File: src/rtl/disp_init_pkg.sv
// Shared types and command codes for the display initialization sequencer.
// Assumes an instruction-register command set with function-set, display-control,
// clear and entry-mode bytes at fixed code points.
package disp_init_pkg;

    typedef enum logic [3:0] {
        ST_IDLE,
        ST_PWR,
        ST_WAKE,
        ST_WAKE_WAIT,
        ST_NIB,
        ST_CMD,
        ST_POLL,
        ST_FALLBACK,
        ST_DONE
    } seq_state_e;

    typedef enum logic [1:0] {
        PH_IDLE,
        PH_SETUP,
        PH_PULSE,
        PH_HOLD
    } xfer_phase_e;

    localparam logic [7:0] WAKE_CODE  = 8'h30;
    localparam logic [7:0] MODE4_CODE = 8'h20;
    localparam logic [7:0] DISP_OFF   = 8'h08;
    localparam logic [7:0] CLEAR_CODE = 8'h01;

    // Configuration byte for step idx of the command phase
    function automatic logic [7:0] cfg_byte(
        input logic [1:0] idx,
        input logic       bus8,
        input logic       two_line,
        input logic       tall,
        input logic       incr,
        input logic       shift
    );
        logic [7:0] b;
        case (idx)
            2'd0:    b = {3'b001, bus8, two_line, tall, 2'b00};
            2'd1:    b = DISP_OFF;
            2'd2:    b = CLEAR_CODE;
            default: b = {5'b00000, 1'b1, incr, shift};
        endcase
        return b;
    endfunction

endpackage

File: src/rtl/disp_bus_xfer.sv
// One bus transaction toward the display: setup, enable pulse, hold.
// In nibble mode a full byte takes two strobes (high nibble first) on data[7:4];
// a single-nibble request takes one strobe. Reads capture the flag line at the
// end of the first strobe. Assumes req is only raised while the engine is idle.
module disp_bus_xfer
    import disp_init_pkg::*;
#(
    parameter int SETUP_CYC = 2,
    parameter int PULSE_CYC = 12,
    parameter int HOLD_CYC  = 2
) (
    input  logic       clk,
    input  logic       rst_n,
    input  logic       req,
    input  logic       req_rd,
    input  logic       req_nib,
    input  logic       req_single,
    input  logic [7:0] req_data,
    input  logic       flag_in,
    output logic       rs,
    output logic       rw,
    output logic       en,
    output logic [7:0] dout,
    output logic       doe,
    output logic       ack,
    output logic       flag
);
    localparam int PH_A   = (SETUP_CYC > PULSE_CYC) ? SETUP_CYC : PULSE_CYC;
    localparam int PH_MAX = (PH_A > HOLD_CYC) ? PH_A : HOLD_CYC;
    localparam int CW     = $clog2(PH_MAX + 1);

    xfer_phase_e phase;
    logic [CW-1:0] cnt;
    logic [7:0]    sh;
    logic          rw_q, nib_q, two_q, second;

    // Bus pins follow the phase; lines are parked at zero when idle
    always_comb begin
        en   = (phase == PH_PULSE);
        rs   = 1'b0;
        rw   = (phase != PH_IDLE) && rw_q;
        doe  = (phase != PH_IDLE) && !rw_q;
        dout = 8'h00;
        if (phase != PH_IDLE && !rw_q)
            dout = nib_q ? {sh[7:4], 4'b0000} : sh;
    end

    // Phase sequencing, nibble shifting and flag capture
    always_ff @(posedge clk) begin
        if (!rst_n) begin
            phase  <= PH_IDLE;
            cnt    <= '0;
            sh     <= '0;
            rw_q   <= 1'b0;
            nib_q  <= 1'b0;
            two_q  <= 1'b0;
            second <= 1'b0;
            ack    <= 1'b0;
            flag   <= 1'b0;
        end else begin
            ack <= 1'b0;
            case (phase)
                PH_IDLE: begin
                    if (req) begin
                        rw_q   <= req_rd;
                        nib_q  <= req_nib;
                        two_q  <= req_nib && !req_single;
                        second <= 1'b0;
                        sh     <= req_data;
                        phase  <= PH_SETUP;
                        cnt    <= CW'(SETUP_CYC - 1);
                    end
                end
                PH_SETUP: begin
                    if (cnt == '0) begin
                        phase <= PH_PULSE;
                        cnt   <= CW'(PULSE_CYC - 1);
                    end else begin
                        cnt <= cnt - 1'b1;
                    end
                end
                PH_PULSE: begin
                    if (cnt == '0) begin
                        if (!second) flag <= flag_in;
                        phase <= PH_HOLD;
                        cnt   <= CW'(HOLD_CYC - 1);
                    end else begin
                        cnt <= cnt - 1'b1;
                    end
                end
                default: begin
                    if (cnt != '0) begin
                        cnt <= cnt - 1'b1;
                    end else if (two_q && !second) begin
                        second <= 1'b1;
                        sh     <= {sh[3:0], 4'b0000};
                        phase  <= PH_SETUP;
                        cnt    <= CW'(SETUP_CYC - 1);
                    end else begin
                        phase <= PH_IDLE;
                        ack   <= 1'b1;
                    end
                end
            endcase
        end
    end

endmodule

File: src/rtl/disp_wait_timer.sv
// Down-counting delay: a load starts it, fin pulses once at least 'value'
// cycles later. Assumes value >= 1 and no load while running.
module disp_wait_timer #(
    parameter int TW = 20
) (
    input  logic          clk,
    input  logic          rst_n,
    input  logic          load,
    input  logic [TW-1:0] value,
    output logic          fin
);
    logic [TW-1:0] cnt;
    logic          run;

    // Count down from the loaded value and flag the end
    always_ff @(posedge clk) begin
        if (!rst_n) begin
            cnt <= '0;
            run <= 1'b0;
            fin <= 1'b0;
        end else begin
            fin <= 1'b0;
            if (load) begin
                cnt <= value;
                run <= 1'b1;
            end else if (run) begin
                if (cnt <= TW'(1)) begin
                    run <= 1'b0;
                    fin <= 1'b1;
                end else begin
                    cnt <= cnt - 1'b1;
                end
            end
        end
    end

endmodule

File: src/rtl/disp_init_seq.sv
// Host-side initialization sequencer for a parallel character display.
// Runs power-up wait, three blind wake writes, the optional 4-bit mode nibble,
// then four configuration bytes each followed by a bounded busy poll.
// Assumes the display answers busy on data line 7 and that cfg inputs are
// valid in the cycle start is high.
module disp_init_seq
    import disp_init_pkg::*;
#(
    parameter int CLK_KHZ     = 50000,
    parameter int SETUP_CYC   = 2,
    parameter int PULSE_CYC   = 12,
    parameter int HOLD_CYC    = 2,
    parameter int POLL_MAX    = 1000,
    parameter int FALLBACK_US = 2000
) (
    input  logic       clk,
    input  logic       rst_n,
    input  logic       start,
    input  logic       cfg_bus8,
    input  logic       cfg_two_line,
    input  logic       cfg_tall_font,
    input  logic       cfg_addr_incr,
    input  logic       cfg_auto_shift,
    input  logic       lcd_flag_in,
    output logic       lcd_rs,
    output logic       lcd_rw,
    output logic       lcd_en,
    output logic [7:0] lcd_dout,
    output logic       lcd_doe,
    output logic       done,
    output logic       poll_timeout
);
    localparam int PWRUP_CYC = CLK_KHZ * 15;
    localparam int GAP1_RAW  = (CLK_KHZ * 41 + 9) / 10;
    localparam int GAP2_RAW  = (CLK_KHZ + 9) / 10;
    localparam int FALL_RAW  = (CLK_KHZ * FALLBACK_US + 999) / 1000;
    localparam int GAP1_CYC  = (GAP1_RAW < 1) ? 1 : GAP1_RAW;
    localparam int GAP2_CYC  = (GAP2_RAW < 1) ? 1 : GAP2_RAW;
    localparam int FALL_CYC  = (FALL_RAW < 1) ? 1 : FALL_RAW;
    localparam int MAX_A     = (PWRUP_CYC > GAP1_CYC) ? PWRUP_CYC : GAP1_CYC;
    localparam int MAX_W     = (MAX_A > FALL_CYC) ? MAX_A : FALL_CYC;
    localparam int TW        = $clog2(MAX_W + 1);
    localparam int PW        = $clog2(POLL_MAX + 1);

    seq_state_e    state, nxt_state;
    logic          pend, after_nib;
    logic [1:0]    wk, idx, nxt_idx;
    logic [PW-1:0] pcnt;
    logic          bus8_q, two_q, tall_q, incr_q, shift_q;
    logic          done_q, err_q;

    logic          x_req, x_rd, x_single, x_ack, x_flag;
    logic [7:0]    x_data;
    logic          t_load, t_fin;
    logic [TW-1:0] t_value;

    // Request decode: one transfer or one wait per state visit
    always_comb begin
        x_req    = 1'b0;
        t_load   = 1'b0;
        x_rd     = (state == ST_POLL);
        x_single = (state == ST_WAKE) || (state == ST_NIB);
        x_data   = 8'h00;
        t_value  = TW'(PWRUP_CYC);
        case (state)
            ST_PWR:       t_load = !pend;
            ST_WAKE:      begin x_req = !pend; x_data = WAKE_CODE; end
            ST_WAKE_WAIT: begin
                t_load  = !pend;
                t_value = (wk == 2'd0) ? TW'(GAP1_CYC) : TW'(GAP2_CYC);
            end
            ST_NIB:       begin x_req = !pend; x_data = MODE4_CODE; end
            ST_CMD:       begin
                x_req  = !pend;
                x_data = cfg_byte(idx, bus8_q, two_q, tall_q, incr_q, shift_q);
            end
            ST_POLL:      x_req = !pend;
            ST_FALLBACK:  begin t_load = !pend; t_value = TW'(FALL_CYC); end
            default:      ;
        endcase
    end

    // Next step after a poll succeeds or its fallback ends
    always_comb begin
        nxt_idx = idx;
        if (after_nib) begin
            nxt_state = ST_CMD;
            nxt_idx   = 2'd0;
        end else if (idx == 2'd3) begin
            nxt_state = ST_DONE;
        end else begin
            nxt_state = ST_CMD;
            nxt_idx   = idx + 2'd1;
        end
    end

    // Main sequencing state machine
    always_ff @(posedge clk) begin
        if (!rst_n) begin
            state     <= ST_IDLE;
            pend      <= 1'b0;
            after_nib <= 1'b0;
            wk        <= '0;
            idx       <= '0;
            pcnt      <= '0;
            bus8_q    <= 1'b1;
            two_q     <= 1'b0;
            tall_q    <= 1'b0;
            incr_q    <= 1'b0;
            shift_q   <= 1'b0;
            done_q    <= 1'b0;
            err_q     <= 1'b0;
        end else begin
            if (x_req || t_load) pend <= 1'b1;
            case (state)
                ST_IDLE, ST_DONE: begin
                    if (start) begin
                        bus8_q    <= cfg_bus8;
                        two_q     <= cfg_two_line;
                        tall_q    <= cfg_tall_font;
                        incr_q    <= cfg_addr_incr;
                        shift_q   <= cfg_auto_shift;
                        done_q    <= 1'b0;
                        err_q     <= 1'b0;
                        wk        <= '0;
                        idx       <= '0;
                        after_nib <= 1'b0;
                        pend      <= 1'b0;
                        state     <= ST_PWR;
                    end
                end
                ST_PWR: if (t_fin) begin
                    pend  <= 1'b0;
                    state <= ST_WAKE;
                end
                ST_WAKE: if (x_ack) begin
                    pend  <= 1'b0;
                    state <= ST_WAKE_WAIT;
                end
                ST_WAKE_WAIT: if (t_fin) begin
                    pend <= 1'b0;
                    if (wk == 2'd2) begin
                        state <= bus8_q ? ST_CMD : ST_NIB;
                    end else begin
                        wk    <= wk + 2'd1;
                        state <= ST_WAKE;
                    end
                end
                ST_NIB: if (x_ack) begin
                    pend      <= 1'b0;
                    after_nib <= 1'b1;
                    pcnt      <= '0;
                    state     <= ST_POLL;
                end
                ST_CMD: if (x_ack) begin
                    pend  <= 1'b0;
                    pcnt  <= '0;
                    state <= ST_POLL;
                end
                ST_POLL: if (x_ack) begin
                    pend <= 1'b0;
                    if (!x_flag) begin
                        state     <= nxt_state;
                        idx       <= nxt_idx;
                        after_nib <= 1'b0;
                        if (nxt_state == ST_DONE) done_q <= 1'b1;
                    end else if (pcnt == PW'(POLL_MAX - 1)) begin
                        err_q <= 1'b1;
                        state <= ST_FALLBACK;
                    end else begin
                        pcnt <= pcnt + 1'b1;
                    end
                end
                ST_FALLBACK: if (t_fin) begin
                    pend      <= 1'b0;
                    state     <= nxt_state;
                    idx       <= nxt_idx;
                    after_nib <= 1'b0;
                    if (nxt_state == ST_DONE) done_q <= 1'b1;
                end
                default: state <= ST_IDLE;
            endcase
        end
    end

    assign done         = done_q;
    assign poll_timeout = err_q;

    disp_bus_xfer #(
        .SETUP_CYC (SETUP_CYC),
        .PULSE_CYC (PULSE_CYC),
        .HOLD_CYC  (HOLD_CYC)
    ) i_xfer (
        .clk        (clk),
        .rst_n      (rst_n),
        .req        (x_req),
        .req_rd     (x_rd),
        .req_nib    (!bus8_q),
        .req_single (x_single),
        .req_data   (x_data),
        .flag_in    (lcd_flag_in),
        .rs         (lcd_rs),
        .rw         (lcd_rw),
        .en         (lcd_en),
        .dout       (lcd_dout),
        .doe        (lcd_doe),
        .ack        (x_ack),
        .flag       (x_flag)
    );

    disp_wait_timer #(
        .TW (TW)
    ) i_timer (
        .clk   (clk),
        .rst_n (rst_n),
        .load  (t_load),
        .value (t_value),
        .fin   (t_fin)
    );

endmodule

File: config.mk
export PLATFORM = sky130hd
export DESIGN_NAME = disp_init_seq
export DESIGN_NICKNAME = d
export VERILOG_FILES = /design/src/rtl/disp_init_pkg.sv /design/src/rtl/disp_bus_xfer.sv /design/src/rtl/disp_wait_timer.sv /design/src/rtl/disp_init_seq.sv
export SDC_FILE = /design/constraint.sdc
export NUM_CORES = 1
export LEC_CHECK = 0
export ABC_AREA = 1
export BUFFER_PORTS_ARGS = -buffer_cell sky130_fd_sc_hd__buf_4
export CAP_MARGIN = 20
export CORE_ASPECT_RATIO = 1.25
export CORE_MARGIN = 1
export CORE_UTILIZATION = 35
export CTS_CLUSTER_SIZE = 25
export DETAILED_ROUTE_END_ITERATION = 16
export SYNTH_ARGS = -nofsm -noshare
export SYNTH_HDL_FRONTEND = slang
export SYNTH_SLANG_ARGS = --single-unit
File: constraint.sdc
create_clock -name clk -period 1.7 [get_ports clk]
set_input_delay 0.34 -clock clk [delete_from_list [all_inputs] [get_ports clk]]
set_output_delay 0.34 -clock clk [all_outputs]
set_load 0.02 [all_outputs]
Yosys cells after proc, flatten, opt, wreduce, memory -nomap -nowiden
Index checks and enable logic that the tools add are counted.
{"block": "totals", "word_cells": 202, "output_inout_bits": 14, "ff_bits": 69}
{"block": "op_classes", "order_cmp": 1, "n_reduce_logical": 46, "bitwise": 4, "muxes": 85, "addsub": 5, "n_eq_ne": 36}
{"cell": "two-way mux 4 bit", "count": 17}
{"cell": "two-way mux 20 bit", "count": 3}
{"cell": "two-way mux 10 bit", "count": 4}
{"cell": "one-hot mux 20 bit (2 select lines)", "count": 1}
{"cell": "one-hot mux 6 bit (3 select lines)", "count": 2}
{"cell": "two-way mux 8 bit", "count": 4}
{"cell": "two-way mux 1 bit", "count": 28}
{"cell": "one-hot mux 4 bit (7 select lines)", "count": 1}
{"cell": "two-way mux 2 bit", "count": 12}
{"cell": "<= comparator 20 x 1 -> 1 bit (second input constant)", "count": 1}
{"cell": "inequality test 2 bit (second input constant)", "count": 10}
{"cell": "one-hot mux 10 bit (2 select lines)", "count": 1}
{"cell": "subtractor 20 x 1 -> 20 bit (second input constant)", "count": 1}
{"cell": "two-way mux 18 bit", "count": 1}
{"cell": "== test 4 x 3 -> 1 bit (second input constant)", "count": 4}
{"cell": "inequality test 2 x 1 -> 1 bit (second input constant)", "count": 8}
{"cell": "one-hot mux 8 bit (2 select lines)", "count": 1}
{"cell": "AND reduction 5 bit", "count": 3}
{"cell": "one-hot mux 2 bit (3 select lines)", "count": 2}
{"cell": "one-hot mux 4 bit (3 select lines)", "count": 1}
{"cell": "AND reduction 4 bit", "count": 3}
{"cell": "nonzero test 2 bit", "count": 6}
{"cell": "adder 10 x 1 -> 10 bit (second input constant)", "count": 1}
{"cell": "== test 10 bit (second input constant)", "count": 1}
{"cell": "other kinds (31)", "count": 61}

Depth between registers and ports, before layout
Gate-level depths: netlist of the first run.
{"block": "depth", "depth_word": 8, "depth_mapped": 11, "depth_no_buf": 11}

Hierarchy
From an unflattened synthesis of the first run, not the netlist that was laid out.
{"block": "hier_totals", "hier_cells": 742, "hier_area_um2": 4618.2}
{"mod": "disp_init_seq", "cells_each": 303, "instances": 1, "area_each_um2": 1856.8}
{"mod": "disp_wait_timer", "cells_each": 263, "instances": 1, "area_each_um2": 1565.3}
{"mod": "disp_bus_xfer", "cells_each": 176, "instances": 1, "area_each_um2": 1196.1}

Worst setup path after synthesis of the first run
No wires, ideal clock.
{"block": "synth_path", "path_type": "flip-flop to output port", "from": "reg i_xfer.phase[0]", "to": "out lcd_dout[0]", "path_buffers": 1, "setup_slack_ps": -392, "arrival_ps": 1752, "stages_incl_launch_ff": 7, "required_ps": 1360, "path_cell_list": "dfxtp_1 -> inv_1 -> ha_1 -> buf_4 -> nor2_1 -> inv_1 -> nor3_1"}
{"block": "synth_between", "elab_chain_cells": 3}
{"element": "start: declaration", "line": "disp_bus_xfer.sv:32", "text": "xfer_phase_e phase;"}
{"element": "start signal: assignment", "line": "disp_bus_xfer.sv:51", "text": "phase <= PH_IDLE;"}
{"element": "start signal: assignment", "line": "disp_bus_xfer.sv:70", "text": "phase <= PH_SETUP;"}
{"element": "start signal: assignment", "line": "disp_bus_xfer.sv:76", "text": "phase <= PH_PULSE;"}
{"element": "nonzero test 2 bit"}
{"element": "logical AND 1 bit"}
{"element": "net lcd_doe", "line": "disp_init_seq.sv:29", "text": "output logic lcd_doe,"}
{"element": "two-way mux 8 bit", "line": "disp_bus_xfer.sv:44", "text": "if (phase != PH_IDLE && !rw_q)"}
{"element": "end: declaration", "line": "disp_init_seq.sv:28", "text": "output logic [7:0] lcd_dout,"}
The timed path passes the listed nets, and every way through them passes these cells.

Worst setup path in the final report of the first run
{"block": "layout_path", "from": "reg i_xfer.phase[1]", "to": "out lcd_dout[3]"}
{"block": "layout_between", "elab_chain_cells": 3}
{"element": "nonzero test 2 bit", "line": "disp_bus_xfer.sv:44"}
{"element": "logical AND 1 bit", "line": "disp_bus_xfer.sv:44"}
{"element": "two-way mux 8 bit", "line": "disp_bus_xfer.sv:44"}
No other way between the ends.

==> results of run 1 <==
## per-layer routing
| metal | track usage, % | routed length, µm | part of all wire (%) |
|---|---|---|---|
| met5 | 0 | 0 | 0 |
| met4 | 8.525 | 234 | 2.0 |
| met3 | 3.108 | 276 | 2.4 |
| met2 | 32.53 | 5844 | 50 |
| met1 | 21.99 | 5250 | 45 |
## worst min-delay path, cell delays in order
cell	delay (ps)
sky130_fd_sc_hd__buf_4	70
sky130_fd_sc_hd__nor2_1	30
sky130_fd_sc_hd__nor2_1	80
## metrics by stage
stage	util [%]	hold WS [ps]	setup TNS, ps	setup slack (ps)	area [µm²]
2_1_floorplan	-	439.0	-456.6	-98.78	4407
6_report	46.71	232.4	-1143	-162.8	5654
4_1_cts	44.61	217.5	-995.1	-144.4	5400
3_5_place_dp	41.00	455.3	-31.67	-31.67	4964
3_3_place_gp	41.00	455.0	-39.89	-39.89	4964
5_1_grt	46.71	224.6	-1752	-235.2	5654
## worst max-delay path by stage
stage | to | slack [ps] | depth (start not counted)
floorplan | lcd_dout[0] | -100 | 6
global placement | pcnt[1]$_SDFFE_PN0P_ | -40 | 10
detailed placement | pcnt[1]$_SDFFE_PN0P_ | -30 | 10
CTS | lcd_dout[3] | -140 | 7
global route | lcd_dout[3] | -240 | 7
finish | lcd_dout[3] | -160 | 7
## layout make-up
type,count,area (µm²)
fill,1224,6451
multi-input combinational,529,2730
sequential,69,1393
timing repair buffer,81,669.4
inverter,86,331.6
clock buffer,10,239.0
tap,164,205.2
clock inverter,6,86.33
## state kept, by name (all words and copies together) (netlist names), 2 cells and up
name and flops:
i_timer.cnt 20, i_xfer.cnt 4, i_xfer.phase 2, i_xfer.sh 8
idx 2, pcnt 10, state 4, wk 2
## cell families (layout without fill, tap and decap cells)
kind of cell | count (synthesis) | in the layout | synth area share (%)
simple gates | 404 | 404 | 39.90
buf+inv | 100 | 183 | 9.323
compound gates | 96 | 96 | 11.78
flops | 69 | 69 | 31.96
fa+ha+maj | 14 | 14 | 4.053
xor+xnor | 13 | 13 | 2.635
other cells | 1 | 1 | 0.08677
mux | 1 | 1 | 0.2605
## report_power, final
group	switching (W)	internal, W	total (W)
combinational	0.00422	0.00276	0.00698
sequential	0.000353	0.00209	0.00244
clock	0.000727	0.00132	0.00205
## layout by cell type (no fill, tap or decap), types with 5 or more instances in the layout
cell type / instances
sky130_fd_sc_hd__nand2_4: 6
sky130_fd_sc_hd__dfxtp_2: 9
sky130_fd_sc_hd__buf_6: 13
sky130_fd_sc_hd__o21ai_1: 7
sky130_fd_sc_hd__a21oi_1: 48
sky130_fd_sc_hd__nand2_2: 8
sky130_fd_sc_hd__nand4_1: 9
sky130_fd_sc_hd__nor2_1: 112
sky130_fd_sc_hd__nand3_1: 57
sky130_fd_sc_hd__o21ai_0: 28
sky130_fd_sc_hd__dfxtp_1: 60
sky130_fd_sc_hd__inv_2: 13
sky130_fd_sc_hd__clkbuf_16: 9
sky130_fd_sc_hd__nor2_2: 8
sky130_fd_sc_hd__nand2_1: 182
sky130_fd_sc_hd__xor2_1: 9
sky130_fd_sc_hd__inv_1: 69
sky130_fd_sc_hd__nor3_1: 7
sky130_fd_sc_hd__nor2_4: 5
sky130_fd_sc_hd__ha_1: 10
sky130_fd_sc_hd__buf_4: 67
## repair_timing
item,in CTS,in global routing
setup endpoints to repair,9,62
hold buffers,0,0
cloned,0,0
resized for setup,9,51
hold endpoints to repair,0,0
pin swaps,2,7
setup buffers,10,15
==> results_dict.tcl, run 1 <==
set metrics [dict create \
    ctsLongestPathBuffers 2 \
    detail_route.drc_violations 0 \
    reg2reg_from "i_timer.cnt[6]$_SDFFE_PN0P_" \
    routed_via_density 4.810 \
    placeableCoreArea_um2 12110 \
    clock_tree.root_cell "sky130_fd_sc_hd__clkbuf_16" \
    tritoncts "yes" \
    endpoint_of_the_worst_hold_timing_path "incr_q$_SDFFE_PN0P_" \
    effective_utilization_at_floorplan_pct 35.70 \
    crit_path_end_kind "output port" \
    synth-seq-area-share_pct 31.96 \
    cp_buf_inv_count 4 \
    final_min_period_over_clock_period_pct 109.6 \
    failed_checks "setup timing" \
    arrival_ps 1520 \
    tritoncts_num_sinks 69 \
    track_usage_pct 18.64 \
    die_area_um2 12800 \
    post-route-min-period_ps 1863 \
    timing.final.max_slew_violations 0 \
    unrepaired_setup_endpoints_after_global_routing "yes" \
    netlist_area_um2 4322 \
    route.antenna.remaining_nets 0 \
    crit_path_top_delay_cell "sky130_fd_sc_hd__dfxtp_2" \
    num_vias 4545 \
    total_power_w 0.01146 \
    ys_warn_count 0 \
    crit_top_cell "sky130_fd_sc_hd__buf_6" \
    yosys-top-cells-area "sky130_fd_sc_hd__dfxtp_1 32%, sky130_fd_sc_hd__nand2_1 16%, sky130_fd_sc_hd__nor2_1 11%" \
    critical_path.max_stage_delay_ps 330 \
    final-instance-count-excl-fill 945 \
    critPathLaunch "i_xfer.phase[1]$_SDFFE_PN0P_" \
    synth_largest_area_cell "sky130_fd_sc_hd__dfxtp_1" \
    share_of_final_layout_standard_cells_stronger_than_drive_strength_1_pct 21.90 \
    dpl.hpwl_mm 8.583 \
    count_of_cells_along_the_worst_register_to_register_path 7 \
    via_count_of_the_first_global_routing_pass 4246 \
    pin_count_of_the_biggest_net_entering_global_routing 34 \
    fmaxAchievable_mhz 536.8 \
    dp.cells 906 \
    synth.ff_latch_count 69 \
    synth_async_sr_flop_share_pct 0 \
    grt_pass1_wl_mm 18.79 \
    cpLargestDelayFamily "buffers and inverters" \
    report.final.setup_viol 9 \
    finClkSkew_ps 6.900 \
    floorplan.die.height_um 126.2 \
    rrSetupSlack_ps 90 \
    wl_mm 11.61 \
    layout-area-overhead-vs-synth_pct 30.83 \
    drt_pass1_iterations 4 \
    regToRegEndpoint "i_timer.cnt[15]$_SDFFE_PN0P_" \
    number_of_cells_traversed_by_the_worst_hold_path 3 \
    tritoncts.num_buffers 9 \
    ir_drop_v 0.0008817 \
    globalRouteOverflowTotal 0 \
    post_drt_wl_per_cell_um 12.28 \
    yosysUniqueCellTypes 35 \
    netlist_instances 698 \
    fin_ws_ps -162.8 \
    synthFlopType "sky130_fd_sc_hd__dfxtp_1" \
    ys_top_cells_by_count "184 x sky130_fd_sc_hd__nand2_1, 124 x sky130_fd_sc_hd__nor2_1, 76 x sky130_fd_sc_hd__inv_1" \
    finalWeightedCongestion 0.9204 \
    synth_top_area_share_pct 31.96 \
    hold_start "cfg_addr_incr" \
    holdCritPathClass "in2reg" \
    syn_area_per_cell_um2 6.191 \
    max_fanout_on_critical_path 5 \
    power-per-cell-area_nw_per_um2 2028 \
    num_rows 45 \
    worst_setup_hold_path_clk_slew_ps 60 \
    count_of_buffers_from_port_buffering 21 \
    initialDrtViolationCount 225 \
    worstPathCellList "inv_2 -> ha_4 -> nor2_4 -> clkinvlp_4 -> buf_6 -> nor3_4 -> buf_6" \
    insertion_delay_ps 330 \
    timing.max_cap.violations 0 \
    antennaDiodeCount 0 \
    setup.worst_path.class "reg2out" \
    p_leak_nw 2.624 \
    critPathRequiredTime_ps 1360 \
    h_tree_lvl_count 3 \
    die_x_um 101.4 \
    design.portCount 23 \
    final_net_count 799 \
    outcome "complete, but fails checks" \
    synth_fp_nets 721 \
    start_kind "flop" \
    synth_enable_flop_cells 0 \
    antenna_found_initial 0 \
    post-synth-top-count-cell "sky130_fd_sc_hd__nand2_1" \
    hold_viol 0 \
]
No activity file was read; power rests on OpenSTA's default activity.
==> run 2: changes to the inputs <==
- clock period: 1.7 -> 1.9 ns (I/O delays scaled with it)
==> run 2 against run 1 <==
Effect of this change:
- the flow finishes with violations (DRC)
- wire length down 5.1%
- highest routed layer unchanged
- largest cell class unchanged
- critical path depth down 1
- utilization down 4.1 points
- largest power group unchanged
- worst setup slack better by 250 ps
- global-route usage down 0.15 points
- flip-flop and latch count unchanged
==> results_dict.tcl, run 2 (same netlist as run 1, synthesis figures left out) <==
set metrics [dict create \
    outcome "complete, but fails checks" \
    failed_checks "DRC" \
    grt_pass1_wl_mm 18.73 \
    power-per-cell-area_nw_per_um2 1834 \
    share_of_final_layout_standard_cells_stronger_than_drive_strength_1_pct 13.18 \
    report.final.setup_viol 0 \
    drt_pass1_iterations 10 \
    cts_hold_buf 0 \
    worst_slack_after_detailed_placement_ps 155.1 \
    design.portCount 23 \
    via_count_of_the_first_global_routing_pass 4107 \
    worstPathCellList "inv_1 -> ha_4 -> nor2_4 -> inv_4 -> nor3_4 -> buf_4" \
    final_min_period_over_clock_period_pct 95.55 \
    rrSetupSlack_ps 160 \
    ir_drop_v 0.0008123 \
    num_rows 45 \
    die_x_um 101.4 \
    start_kind "flop" \
    mostFrequentLayoutCell "sky130_fd_sc_hd__nand2_1" \
    timing.final.max_slew_violations 0 \
    antennaDiodeCount 0 \
    fmaxAchievable_mhz 550.8 \
    effective_utilization_at_floorplan_pct 35.70 \
    critical_path.max_stage_delay_ps 340 \
    max_fanout_on_critical_path 8 \
    crit_path_end_kind "output port" \
    tritoncts "yes" \
    initialDrtViolationCount 179 \
    fin_ws_ps 84.58 \
    final_net_count 754 \
    insertion_delay_ps 340 \
    timing.max_cap.violations 0 \
    clock_tree.root_cell "sky130_fd_sc_hd__clkbuf_16" \
    unrepaired_setup_endpoints_after_global_routing "no" \
    crit_path_top_delay_cell "sky130_fd_sc_hd__dfxtp_2" \
    globalRouteOverflowTotal 0 \
    layout_common_cells "184 x sky130_fd_sc_hd__nand2_1, 118 x sky130_fd_sc_hd__nor2_1, 74 x sky130_fd_sc_hd__inv_1, 66 x sky130_fd_sc_hd__dfxtp_1, 57 x sky130_fd_sc_hd__nand3_1" \
    finalWeightedCongestion 0.8857 \
    post_drt_wl_per_cell_um 12.24 \
    arrival_ps 1440 \
    worst_setup_hold_path_clk_slew_ps 60 \
    dpl.hpwl_mm 8.101 \
    h_tree_lvl_count 3 \
    layout-area-overhead-vs-synth_pct 19.28 \
    largest_register "i_timer.cnt" \
    antenna_found_initial 0 \
    p_leak_nw 2.389 \
    die_area_um2 12800 \
    placeableCoreArea_um2 12110 \
    timing.setup.tns_ps 0 \
    routed_via_density 4.783 \
    holdCritPathClass "in2reg" \
    num_vias 4305 \
    detail_route.drc_violations 2 \
    critPathRequiredTime_ps 1520 \
    track_usage_pct 18.50 \
    floorplan.die.height_um 126.2 \
    post-route-min-period_ps 1815 \
    pin_count_of_the_biggest_net_entering_global_routing 34 \
    reg_top3 "i_timer.cnt x20, pcnt x10, i_xfer.sh x8" \
    route.antenna.remaining_nets 0 \
    fillCellCount 1285 \
    count_of_buffers_from_port_buffering 21 \
    hold_viol 0 \
    tritoncts_num_sinks 69 \
    setup.worst_path.class "reg2out" \
    ctsLongestPathBuffers 2 \
    finClkSkew_ps 7.868 \
    tritoncts.num_buffers 9 \
    flip_flop_count_of_the_largest_register_all_copies_and_words_added 20 \
    wl_mm 11.02 \
]
## run 2: repair_timing
item                                    CTS  global route
endpoints found under the setup margin    8            10
resized for setup                         5             8
pin swaps                                 0             1
buffers inserted                          0             0
## run 2: path summary, 6_finish.rpt
kind	from	to	depth (start not counted)
max	i_xfer.phase[0]$_SDFFE_PN0P_	lcd_dout[1]	6
min	cfg_tall_font	tall_q$_SDFFE_PN0P_	3
max reg2reg	state[1]$_SDFFE_PN0P_	i_xfer.sh[1]$_SDFFE_PN0P_	9
min reg2reg	i_xfer.sh[6]$_SDFFE_PN0P_	i_xfer.sh[6]$_SDFFE_PN0P_	2
## run 2: layout make-up
class / count / area, µm² / area share [%]
Clock buffer: 9 / 225.2 / 4.369
Timing Repair Buffer: 36 / 270.3 / 5.243
Multi-Input combinational cell: 529 / 2606 / 50.56
Clock inverter: 7 / 137.6 / 2.670
Sequential cell: 69 / 1385 / 26.87
Tap cell: 164 / 205.2 / 3.981
Inverter: 86 / 325.3 / 6.311
## run 2: through the flow
stage	total power [W]	hold slack, ps	instances	area [µm²]	utilization, %
floorplan	0.006043	439.0	698	4354	-
global placement	0.007234	452.1	884	4750	39.24
detailed placement	0.007287	460.9	884	4750	39.24
CTS	0.009455	267.3	900	5132	42.40
global route	0.01039	294.3	900	5155	42.58
finish	0.009454	275.9	900	5155	42.58
## run 2: critical path: cells and delay by family (launching register included)
kind | cells | cell delay [ps]
buf+inv | 3 | 330
flops | 1 | 340
fa+ha+maj | 1 | 200
simple gates | 2 | 220
## run 2: per-layer routing
layer	share of wire (%)	wire length [µm]	track usage [%]	vias up
li1	-	-	-	2283
met1	46	5062	22.44	1948
met2	49	5407	31.89	53
met3	2.3	254	2.331	21
met4	2.6	289	8.866	0
met5	0	0	0	-
## run 2: power by group
part / leakage [nW] / internal, W / total [W] / switching (W)
clock: 0.175 / 0.00141 / 0.00206 / 0.000651
combinational: 1.65 / 0.00181 / 0.00521 / 0.00340
sequential: 0.565 / 0.00186 / 0.00219 / 0.000326
total: 2.39 / 0.00508 / 0.00945 / 0.00438
==> run 3: changes to the inputs <==
- CTS_BUF_LIST: not set -> sky130_fd_sc_hd__clkbuf_8
==> run 3 against run 2 <==
Effect of this change:
- the run still ends with DRC left
- worst hold slack worse by 19 ps
- register-to-register slack about the same
- non-clock buffer count up 2
- sequential share of layout area up 0.49 points
- clock-buffer cell count unchanged
- flip-flop and latch count unchanged
- critical path type unchanged
==> results_dict.tcl, run 3 (same netlist as run 1, synthesis figures left out) <==
set metrics [dict create \
    outcome "complete, but fails checks" \
    failed_checks "DRC" \
    worst_setup_hold_path_clk_slew_ps 80 \
    num_rows 45 \
    dpl-instance-area_um2 4750 \
    crit_path_top_delay_cell "sky130_fd_sc_hd__dfxtp_2" \
    final_net_count 756 \
    mostFrequentLayoutCell "sky130_fd_sc_hd__nand2_1" \
    start_kind "flop" \
    h_tree_lvl_count 3 \
    seqPwrFrac_pct 24.2 \
    grt_pass1_wl_mm 18.65 \
    report.final.setup_viol 0 \
    die_area_um2 12800 \
    via_count_of_the_first_global_routing_pass 4086 \
    power_frac_clock_pct 17.8 \
    final_min_period_over_clock_period_pct 94.67 \
    unrepaired_setup_endpoints_after_global_routing "no" \
    detail_route.drc_violations 2 \
    design.portCount 23 \
    timing.setup.tns_ps 0 \
    largest_register "i_timer.cnt" \
    critPathRequiredTime_ps 1520 \
    fin_ws_ps 101.2 \
    worstPathCellList "inv_1 -> ha_4 -> nor2_4 -> inv_4 -> nor3_2 -> buf_4" \
    post_drt_wl_per_cell_um 12.15 \
    track_usage_pct 18.42 \
    final_util_pct 41.82 \
    comb_power_share_pct 58.0 \
    drt_pass1_iterations 10 \
    holdCritPathClass "in2reg" \
    tritoncts.num_buffers 9 \
    layout_common_cells "184 x sky130_fd_sc_hd__nand2_1, 118 x sky130_fd_sc_hd__nor2_1, 74 x sky130_fd_sc_hd__inv_1, 66 x sky130_fd_sc_hd__dfxtp_1, 57 x sky130_fd_sc_hd__nand3_1" \
    flip_flop_count_of_the_largest_register_all_copies_and_words_added 20 \
    critical_path.max_stage_delay_ps 350 \
    post-route-min-period_ps 1799 \
    power.internal_w 0.004680 \
    ir_drop_v 0.0007630 \
    sw_frac_of_total_pct 48.06 \
    fmaxAchievable_mhz 555.9 \
    ctsLongestPathBuffers 2 \
    share_of_final_layout_standard_cells_stronger_than_drive_strength_1_pct 13.41 \
    pin_count_of_the_biggest_net_entering_global_routing 34 \
    p_leak_nw 2.352 \
    finalWeightedCongestion 0.8857 \
    layout-area-overhead-vs-synth_pct 17.14 \
    num_vias 4314 \
    timing.max_cap.violations 0 \
    timing.final.max_slew_violations 0 \
    finalInstanceArea_um2 5062 \
    dpl.hpwl_mm 8.101 \
    die_x_um 101.4 \
    tritoncts_num_sinks 69 \
    hold_viol 0 \
    globalRouteOverflowTotal 0 \
    power-per-cell-area_nw_per_um2 1780 \
    count_of_buffers_from_port_buffering 21 \
    max_fanout_on_critical_path 8 \
    clock_tree.root_cell "sky130_fd_sc_hd__clkbuf_8" \
    route.antenna.remaining_nets 0 \
    tritoncts "yes" \
    arrival_ps 1420 \
    wl_mm 10.96 \
    power.net_switching_w 0.004330 \
    finClkSkew_ps 15.14 \
    placeableCoreArea_um2 12110 \
    effective_utilization_at_floorplan_pct 35.70 \
    initialDrtViolationCount 153 \
    floorplan.die.height_um 126.2 \
    antenna_found_initial 0 \
    insertion_delay_ps 360 \
    worst_slack_after_detailed_placement_ps 155.1 \
    crit_path_end_kind "output port" \
    antennaDiodeCount 0 \
    setup.worst_path.class "reg2out" \
    reg_top3 "i_timer.cnt x20, pcnt x10, i_xfer.sh x8" \
    routed_via_density 4.783 \
]
[run 3: changes by cell type in the layout (fill, tap and decap cells not counted), sizes merged]
| cell | delta |
|---|---|
| buf | +2 |
[run 3: final timing paths]
path | start | endpoint | slack (ps) | cells past startpoint
max | i_xfer.phase[0]$_SDFFE_PN0P_ | lcd_dout[1] | 100 | 6
min | cfg_two_line | two_q$_SDFFE_PN0P_ | 260 | 3
max reg2reg | state[1]$_SDFFE_PN0P_ | i_xfer.sh[1]$_SDFFE_PN0P_ | 170 | 9
min reg2reg | i_xfer.sh[6]$_SDFFE_PN0P_ | i_xfer.sh[6]$_SDFFE_PN0P_ | 470 | 2
[run 3: repair_timing]
action                                  4_1_cts  5_1_grt
hold buffers                                  0        0
pin swaps                                     0        1
buffers inserted                              0        2
resized for setup                             5        7
endpoints found under the hold margin         0        0
endpoints found under the setup margin        8       17
[run 3: final cells by class]
cell class / instances / area [µm²]
Multi-Input combinational cell: 529 / 2600
Clock inverter: 7 / 137.6
Tap cell: 164 / 205.2
Timing Repair Buffer: 38 / 285.3
Fill cell: 1296 / 7043
Inverter: 86 / 325.3
Sequential cell: 69 / 1385
Clock buffer: 9 / 123.9
[run 3: power by group through the flow]
stage / logic (W) / clock network, W / registers (W)
CTS: 0.00517 / 0.00164 / 0.00217
floorplan: 0.00393 / 0 / 0.00212
global route: 0.00601 / 0.00169 / 0.00223
detailed placement: 0.00509 / 0 / 0.00220
global placement: 0.00505 / 0 / 0.00219
finish: 0.00522 / 0.00161 / 0.00218
[run 3: worst max-delay path: cells and delay by family, from the launching register on]
family	cells	cell delay [ps]
adders and majority gates	1	180
buffers and inverters	3	330
DFF	1	350
and+or+nand+nor	2	210
[run 3: layer usage]
layer	vias to the layer above	part of all wire (%)	track usage (%)
met2	48	49	31.61
met1	1954	46	22.50
li1	2287	-	-
met4	0	2.8	8.696
met5	-	0	0
met3	25	2.0	2.386
[run 3: stage by stage]
step	hold slack, ps	instances	power (W)
5_1_grt	269.2	902	0.009934
3_5_place_dp	460.9	884	0.007287
3_3_place_gp	452.1	884	0.007234
4_1_cts	244.0	900	0.008977
6_report	256.5	902	0.009010
2_1_floorplan	439.0	698	0.006043
